File: src/rtl/mdio_pkg.sv
package mdio_pkg;
  localparam int ADDR_W   = 5;
  localparam int DATA_W   = 16;
  localparam int PRE_BITS = 32;
  localparam int FRAME_W  = PRE_BITS + 2 + 2 + 2*ADDR_W + 2 + DATA_W;
  localparam int TA_IDX   = FRAME_W - DATA_W - 2;
  localparam int DATA_IDX = FRAME_W - DATA_W;
  localparam int IDX_W    = $clog2(FRAME_W);
  localparam int BUSY_BIT = 0;
  localparam int WR_BIT   = 1;
  localparam int REG_LSB  = 4;
  localparam int PHY_LSB  = 12;

  function automatic logic [FRAME_W-1:0] build_frame(
    input logic              wr,
    input logic [ADDR_W-1:0] phy,
    input logic [ADDR_W-1:0] regad,
    input logic [DATA_W-1:0] data);
    logic [1:0] op;
    logic [1:0] ta;
    logic [DATA_W-1:0] pay;
    op  = wr ? 2'b01 : 2'b10;
    ta  = wr ? 2'b10 : 2'b11;
    pay = wr ? data : '1;
    return {{PRE_BITS{1'b1}}, 2'b01, op, phy, regad, ta, pay};
  endfunction
endpackage

File: src/rtl/mdio_clkgen.sv
module mdio_clkgen #(
  parameter int HALF_DIV = 10
) (
  input  logic clk_i,
  input  logic rst_ni,
  input  logic en_i,
  output logic mdc_o,
  output logic rise_o,
  output logic fall_o
);
  localparam int CNT_W = $clog2(HALF_DIV + 1);

  logic [CNT_W-1:0] cnt_q;
  logic             mdc_q;
  logic             wrap;

  assign wrap   = en_i && (cnt_q == CNT_W'(HALF_DIV - 1));
  assign rise_o = wrap && !mdc_q;
  assign fall_o = wrap && mdc_q;
  assign mdc_o  = mdc_q;

  always_ff @(posedge clk_i or negedge rst_ni) begin
    if (!rst_ni) begin
      cnt_q <= '0;
      mdc_q <= 1'b0;
    end else if (!en_i) begin
      cnt_q <= '0;
      mdc_q <= 1'b0;
    end else if (wrap) begin
      cnt_q <= '0;
      mdc_q <= !mdc_q;
    end else begin
      cnt_q <= cnt_q + 1'b1;
    end
  end
endmodule

File: src/rtl/mdio_seq.sv
module mdio_seq
  import mdio_pkg::*;
(
  input  logic              clk_i,
  input  logic              rst_ni,
  input  logic              start_i,
  input  logic              wr_i,
  input  logic [ADDR_W-1:0] phy_i,
  input  logic [ADDR_W-1:0] regad_i,
  input  logic [DATA_W-1:0] wdata_i,
  input  logic              rise_i,
  input  logic              fall_i,
  input  logic              mdio_i,
  output logic              mdio_o,
  output logic              oe_o,
  output logic              done_o,
  output logic [DATA_W-1:0] cap_o
);
  logic [FRAME_W-1:0] frame_q;
  logic [IDX_W-1:0]   idx_q;
  logic               active_q;
  logic               rd_q;
  logic [DATA_W-1:0]  cap_q;
  logic               last_bit;

  assign last_bit = (idx_q == IDX_W'(FRAME_W - 1));
  assign done_o   = active_q && fall_i && last_bit;
  assign mdio_o   = active_q ? frame_q[FRAME_W-1] : 1'b1;
  // release the line from turnaround to the end of a read
  assign oe_o     = active_q && !(rd_q && (idx_q >= IDX_W'(TA_IDX)));
  assign cap_o    = cap_q;

  always_ff @(posedge clk_i or negedge rst_ni) begin
    if (!rst_ni) begin
      frame_q  <= '0;
      idx_q    <= '0;
      active_q <= 1'b0;
      rd_q     <= 1'b0;
      cap_q    <= '0;
    end else if (start_i) begin
      frame_q  <= build_frame(wr_i, phy_i, regad_i, wdata_i);
      idx_q    <= '0;
      active_q <= 1'b1;
      rd_q     <= !wr_i;
    end else if (active_q) begin
      if (rise_i && rd_q && (idx_q >= IDX_W'(DATA_IDX)))
        cap_q <= {cap_q[DATA_W-2:0], mdio_i};
      if (fall_i) begin
        if (last_bit) begin
          active_q <= 1'b0;
        end else begin
          idx_q   <= idx_q + 1'b1;
          frame_q <= frame_q << 1;
        end
      end
    end
  end
endmodule

File: src/rtl/mdio_master.sv
module mdio_master
  import mdio_pkg::*;
#(
  parameter int HALF_DIV = 10,
  parameter int REG_W    = 32
) (
  input  logic             clk_i,
  input  logic             rst_ni,
  input  logic             reg_we_i,
  input  logic             reg_sel_i,
  input  logic [REG_W-1:0] reg_wdata_i,
  output logic [REG_W-1:0] reg_rdata_o,
  output logic             mdc_o,
  output logic             mdio_o,
  output logic             mdio_oe_o,
  input  logic             mdio_i
);
  logic              busy_q;
  logic              wr_q;
  logic [ADDR_W-1:0] phy_q;
  logic [ADDR_W-1:0] regad_q;
  logic [DATA_W-1:0] data_q;
  logic              cmd_acc;
  logic              launch;
  logic              rise, fall, done;
  logic [DATA_W-1:0] cap;
  logic [2*ADDR_W:0] cmd_fields;
  logic              unused_wdata;

  assign unused_wdata = ^reg_wdata_i;
  assign cmd_acc    = reg_we_i && !reg_sel_i && !busy_q;
  assign launch     = cmd_acc && reg_wdata_i[BUSY_BIT];
  assign cmd_fields = {wr_q, phy_q, regad_q};

  always_ff @(posedge clk_i or negedge rst_ni) begin
    if (!rst_ni) begin
      busy_q  <= 1'b0;
      wr_q    <= 1'b0;
      phy_q   <= '0;
      regad_q <= '0;
    end else if (cmd_acc) begin
      busy_q  <= reg_wdata_i[BUSY_BIT];
      wr_q    <= reg_wdata_i[WR_BIT];
      phy_q   <= reg_wdata_i[PHY_LSB +: ADDR_W];
      regad_q <= reg_wdata_i[REG_LSB +: ADDR_W];
    end else if (done) begin
      busy_q  <= 1'b0;
    end
  end

  always_ff @(posedge clk_i or negedge rst_ni) begin
    if (!rst_ni)
      data_q <= '0;
    else if (done && !wr_q)
      data_q <= cap;
    else if (reg_we_i && reg_sel_i)
      data_q <= reg_wdata_i[DATA_W-1:0];
  end

  always_comb begin
    reg_rdata_o = '0;
    if (reg_sel_i) begin
      reg_rdata_o[DATA_W-1:0] = data_q;
    end else begin
      reg_rdata_o[BUSY_BIT]              = busy_q;
      reg_rdata_o[WR_BIT]                = wr_q;
      reg_rdata_o[REG_LSB +: ADDR_W]     = regad_q;
      reg_rdata_o[PHY_LSB +: ADDR_W]     = phy_q;
    end
  end

  mdio_clkgen #(.HALF_DIV(HALF_DIV)) clkgen_i (
    .clk_i  (clk_i),
    .rst_ni (rst_ni),
    .en_i   (busy_q),
    .mdc_o  (mdc_o),
    .rise_o (rise),
    .fall_o (fall)
  );

  mdio_seq seq_i (
    .clk_i   (clk_i),
    .rst_ni  (rst_ni),
    .start_i (launch),
    .wr_i    (reg_wdata_i[WR_BIT]),
    .phy_i   (reg_wdata_i[PHY_LSB +: ADDR_W]),
    .regad_i (reg_wdata_i[REG_LSB +: ADDR_W]),
    .wdata_i (data_q),
    .rise_i  (rise),
    .fall_i  (fall),
    .mdio_i  (mdio_i),
    .mdio_o  (mdio_o),
    .oe_o    (mdio_oe_o),
    .done_o  (done),
    .cap_o   (cap)
  );
endmodule

File: config.mk
export PLATFORM = sky130hd
export DESIGN_NAME = mdio_master
export DESIGN_NICKNAME = d
export VERILOG_FILES = /design/src/rtl/mdio_pkg.sv /design/src/rtl/mdio_clkgen.sv /design/src/rtl/mdio_seq.sv /design/src/rtl/mdio_master.sv
export SDC_FILE = /design/constraint.sdc
export NUM_CORES = 1
export LEC_CHECK = 0
export ABC_AREA = 1
export CORE_ASPECT_RATIO = 2
export CORE_MARGIN = 2
export CORE_UTILIZATION = 52
export CTS_CLUSTER_SIZE = 24
export DETAILED_ROUTE_END_ITERATION = 7
export GPL_TIMING_DRIVEN = 0
export PLACE_DENSITY = 0.81
export SLEW_MARGIN = 20
export SYNTH_ARGS = -nofsm -noshare
export SYNTH_HDL_FRONTEND = slang
export SYNTH_HIERARCHICAL = 1
export SYNTH_SLANG_ARGS = --single-unit
File: constraint.sdc
create_clock -name clk_i -period 2.78 [get_ports clk_i]
set_clock_uncertainty 0.1 [all_clocks]
set_input_delay 0.556 -clock clk_i [delete_from_list [all_inputs] [get_ports clk_i]]
set_output_delay 0.556 -clock clk_i [all_outputs]
set_load 0.01 [all_outputs]
Word-level counts from Yosys, hierarchy flattened --
Cells that the tools add are included.
Word-level totals: register bits after elaboration 121, input bits 37, output and inout port bits 35, word-level logic and storage cells 77
Operators by class: $add $sub $neg 2, order comparisons 2, eq/ne operators 4, muxes and demuxes 30, bitwise operators 1, reductions and logical operators 26
Operator list (count):
- 64-bit two-way mux | 4
- 16-bit two-way mux | 3
- 6-bit two-way mux | 4
- 1-bit logical AND | 14
- 6-bit >= comparator, second input constant | 2
- 4-bit two-way mux | 3
- 1-bit two-way mux | 11
- 2-bit nonzero test | 4
- 6-bit by 1-bit adder with 6-bit output, second input constant | 1
- 6-bit equality test, second input constant | 1
- 1-bit zero test | 6
- 2-bit two-way mux | 3
- 3-bit AND reduction | 2
- 5-bit two-way mux | 1
- 4-bit by 1-bit adder with 4-bit output, second input constant | 1
- 4-bit equality test, second input constant | 1
- 3-bit two-way mux | 1
- 2-bit by 1-bit inequality test with 1-bit output, second input constant | 1
- 2-bit inequality test, second input constant | 1
- 1-bit NOT | 1

Longest topological paths before layout --
depth in word-level cells 7, gate-level depth with buffers 12, depth with buffers taken out 11

Cells and area by module --
Netlist, hierarchy kept.
By module, submodules not included:
- mdio_seq | times used 1, cells an instance 455, area an instance 3957.5 sq um, seq. area each 2202.1 sq um
- mdio_master | times used 1, cells an instance 219, area an instance 1657.8 sq um, seq. area each 700.7 sq um
- mdio_clkgen | times used 1, cells an instance 27, area an instance 246.5 sq um, seq. area each 125.1 sq um

Worst setup path before layout --
Ideal clock, no wire load.
path type input -> register, start point input port reg_sel_i, end point register seq_i.frame_q[24], setup time 0.117 ns, data arrival time 1.796 ns, data required time 2.563 ns, path slack 0.767 ns, stages 9, path buffers 3, cells stage by stage nor2_2 -> nand2_1 -> buf_4 -> nor2_1 -> buf_2 -> clkbuf_1 -> o21ai_0 -> nand2_1 -> o21ai_2
Between the ends: word-level cells in the longest chain between the ends 6, elaborated cells between the ends (all ways) 9
RTL lines:
- start: declaration | RTL line mdio_master.sv:10 | input logic reg_sel_i,
- 1-bit zero test * | RTL line mdio_master.sv:31 | assign cmd_acc = reg_we_i && !reg_sel_i && !busy_q;
- 1-bit logical AND * (2 in a row) | RTL line mdio_master.sv:31
- 1-bit logical AND * | RTL line mdio_master.sv:32 | assign launch = cmd_acc && reg_wdata_i[BUSY_BIT];
- via launch | RTL line mdio_master.sv:24 | logic launch;
- 2-bit inequality test (no source line) / 2-bit nonzero test (equally long branches)
- 3-bit AND reduction (no source line)
- end signal: assignment | RTL line mdio_seq.sv:41 | frame_q <= build_frame(wr_i, phy_i, regad_i, wdata_i);
- end signal: assignment | RTL line mdio_seq.sv:53 | frame_q <= frame_q << 1;
- end: declaration | RTL line mdio_seq.sv:19 | logic [FRAME_W-1:0] frame_q;
Mark *: on every way through the listed nets, which the timed path passes. The rest lies on a longest branch. A chain may end at the register's enable or synchronous reset.

Worst setup path in the final report --
start point input port reg_sel_i, end point output port reg_rdata_o[0]
Between the ends: word-level cells in the longest chain between the ends 1
RTL lines:
- 2-bit two-way mux | RTL line mdio_master.sv:62 | if (reg_sel_i) begin
- end: declaration | RTL line mdio_master.sv:12 | output logic [REG_W-1:0] reg_rdata_o,
Every way passes these cells.

==> summary.md <==
| Metric | Value |
|---|---|
| Status | `finished with violations` |
| Failing checks | `hold timing` |
| Post-synth top area cell | `dfrtp_1` |
| Synth async-reset ratio | `100%` |
| EDFF count, synth | `0` |
| Synth cell types | `32` |
| Syn Inst Count | `701` |
| Die area | `0.0122 sq mm` |
| Worst hold slack | `-0.0205 ns` |
| # port buffers | `41` |
| Area Overhead vs Synth | `21.2%` |
| CTS Buffer Depth | `2` |
| Top cells by area in the synthesized netlist | `dfrtp_1, nand2_1, o21ai_0` |
| Drt drc | `0` |
| Initial Util | `53.6%` |
| H-Tree Depth | `4` |
| CTS clk-pin slew, worst paths | `0.06 ns` |
| Initial antenna violation count | `0` |
| Clk Latency, worst-skew pair | `0.42 ns` |
| Startpoint Class | `primary input` |
| Max Fanout on Critical Path | `10` |
| RSZ-0062 raised after global routing | `no` |
| Crit end category | `output port` |
| Final hold viol count | `12` |
| CP peak stage delay | `0.56 ns` |
| Share of layout cells above drive strength 1 | `16.4%` |
| Fin Setup TNS | `0 ns` |
| Rel. slew slack | `65.7%` |
| Critical path's top delay family | `buffers and inverters` |
| Worst endpoint data arrival time | `1.99 ns` |
| Max-Cap Viols | `0` |
| Synth Area in Simple Gates | `23.4%` |
| Worst Tran Pin Value | `0.514 ns` |
| Avg Cell Area, Syn | `8.36 sq um` |
| Gr usage total | `24.4%` |
| Antenna Violating Nets Remaining | `0` |
| Syn Std Cell Area | `0.00586 sq mm` |
| Grt ovf | `0` |
| Post-Synth XOR/XNOR Area | `0.448%` |
| Routability-driven placement congestion ratio | `0.907` |
| Largest family of logic cells by synthesized area | `simple AND/OR/NAND/NOR gates` |
| Worst Hold Class | `primary input to async pin` |
| Core area | `0.0109 sq mm` |
| TritonCTS buffer count | `17` |
| #FFs+latches synth | `121` |
| Post-DP HPWL | `9.84 mm` |
| Multiplexer share of the synthesized area | `1.90%` |
| WP data required | `2.12 ns` |
| Die X-Extent | `79.1 um` |
| Global-route wire length before repair | `23.0 mm` |
| Final worst-path cycle share | `95.2%` |
| Compound-Gate Fraction of Synth Area | `10.5%` |
| Post-Synth Adder-Cell Area | `0.854%` |
| Vias/cell | `5.07` |
| Ant diodes | `0` |
| Rows | `54` |
| Largest net degree at the start of global routing | `68` |
| Peak supply drop | `497 uV` |
| Initial drt markers | `322` |
| Nets@finish | `817` |
| Critical path class | `primary input to output port` |
| Warnings, synthesis | `6` |
| P per Cell Area | `598 mW/mm^2` |
| Synth top area share | `51.7%` |
| WL/cell | `14.7 um` |
| I/O pins | `72` |
| CTS tree | `built` |
| Post-CTS Setup Inserts | `0` |
| Clk root buf | `clkbuf_16` |
| Post-placement worst setup slack | `-0.249 ns` |
| Clk sinks | `121` |
| Via count | `4,703` |
| Synth Flop Type | `dfrtp_1` |
| Final WS setup | `0.132 ns` |
| Vias in the first global route | `4,961` |
| Tmin final | `2.65 ns` |
| Max Slew Vio Count | `0` |
| # fillers | `899` |
| Max Clk Rate | `0.378 GHz` |
| Setup-failing EPs final | `0` |
| TritonRoute pass-1 iters | `5` |
| WL final | `13.6 mm` |
| DIE HEIGHT | `154 um` |
| CP max stage cell | `clkdlybuf4s50_1` |
| Number of buffers and inverters on the critical path | `4` |
| Cell mode on critical path | `buf_6` |
| Lkg Pwr | `0.00331 uW` |
| CP Cell Sequence | `dlygate4sd2_1, buf_6, buf_6, nand2_1, o21ai_1, clkdlybuf4s50_1` |
| Register area share after synthesis | `51.7%` |
==> layout by cell type, fill, tap and decap left out, drive strengths merged, types with 2 or more instances in the layout <==
master,n
buf,40
nand3,20
clkdlybuf4s50,38
inv,84
o21bai,2
clkinv,5
nand4,2
o21ai,105
ha,4
clkbuf,26
nand2,163
a21oi,8
mux2,9
nor2,127
clkinvlp,6
dfrtp,121
xor2,2
bufinv,2
or2,2
conb,15
==> area by class of cell <==
class,count,area (sq um),share of cell area [%]
tap,140,175,2.47
inverter,84,315,4.44
multi-input combinational,464,2230,31.4
clock buffer,18,439,6.18
sequential,121,3030,42.6
buffer,46,345,4.86
timing repair buffer,42,440,6.20
clock inverter,13,130,1.83
==> Yosys cell counts (2+ instances only) <==
cell type	n
a21oi_1	8
buf_2	5
buf_4	23
buf_6	10
clkbuf_1	8
dfrtp_1	121
ha_1	4
inv_1	81
inv_2	3
mux2_1	8
nand2_1	158
nand2_2	3
nand2_4	2
nand3_1	19
nand4_1	2
nor2_1	88
nor2_2	34
nor2_4	5
o21ai_0	68
o21ai_1	31
o21ai_2	6
o21bai_1	2
or2_2	2
xor2_1	2
==> worst reg2reg max path, delay by kind of cell, from the launching register on <==
kind	cells	cell delay, ns
and+or+nand+nor	4	0.65
AOI/OAI and AO/OA	2	0.27
DFF	1	0.49
buffers and inverters	3	0.90
==> worst paths after layout <==
| path | slack, ns | from | cells past startpoint | end |
|---|---|---|---|---|
| setup / recovery | 0.13 | reg_sel_i | 6 | reg_rdata_o[0] |
| hold / removal | -0.02 | rst_ni | 1 | seq_i/idx_q[3] |
| setup reg to reg | 0.26 | busy_q | 9 | seq_i/frame_q[8] |
| hold reg to reg | 0.37 | seq_i/frame_q[16] | 2 | seq_i/frame_q[16] |
| max in group asynchronous | 1.90 | rst_ni | 2 | regad_q[4] |
| min in group clk_i | 0.37 | seq_i/frame_q[16] | 2 | seq_i/frame_q[16] |
==> sequential cells by signal (all words and copies together), names as in the netlist <==
name	count
busy_q	1
clkgen_i/cnt_q	4
clkgen_i/mdc_o	1
data_q	16
phy_q	5
regad_q	5
seq_i/active_q	1
seq_i/cap_o	16
seq_i/frame_q	64
seq_i/idx_q	6
seq_i/rd_q	1
wr_q	1
==> logic make-up after synthesis <==
group                    count (synthesis)
adder cells (fa/ha/maj)                  4
AO/OA/AOI/OAI                          117
buffers and inverters                  130
multiplexers                            10
other                                    1
XOR/XNOR                                 3
AND/OR/NAND/NOR                        315
flip-flops                             121
==> stage by stage <==
stage	instance area (sq um)	power, uW	util (%)	cells
after floorplan	5910	2000	-	715
after CTS	7100	4270	64.9	928
after detailed placement	6530	2160	59.6	897
after global routing	7100	4390	64.9	928
after global placement	6500	2150	59.4	896
final	7100	4250	64.9	928
==> power by group <==
group / total (uW) / leakage, uW / internal (uW) / switching [uW]
logic: 281 / 0.00173 / 131 / 151
clock network: 2110 / 0.000265 / 1320 / 789
registers: 1850 / 0.00132 / 1820 / 37.6
total: 4250 / 0.00331 / 3270 / 978
==> what timing repair did <==
action                                  4_1_cts  5_1_grt
cloned                                        0        0
hold buffers                                  0        0
resized for setup                             2        3
endpoints found under the setup margin       16        2
==> layer usage <==
layer	part of all wire (%)	wire [um]	vias up	global-route usage (%)
li1	-	-	2292	-
met1	35	4810	2249	24.1
met2	59	7980	131	46.6
met3	3.3	453	31	5.81
met4	2.8	376	0	10.3
met5	0	0	-	0
No activity file was read; power rests on OpenSTA's default activity.
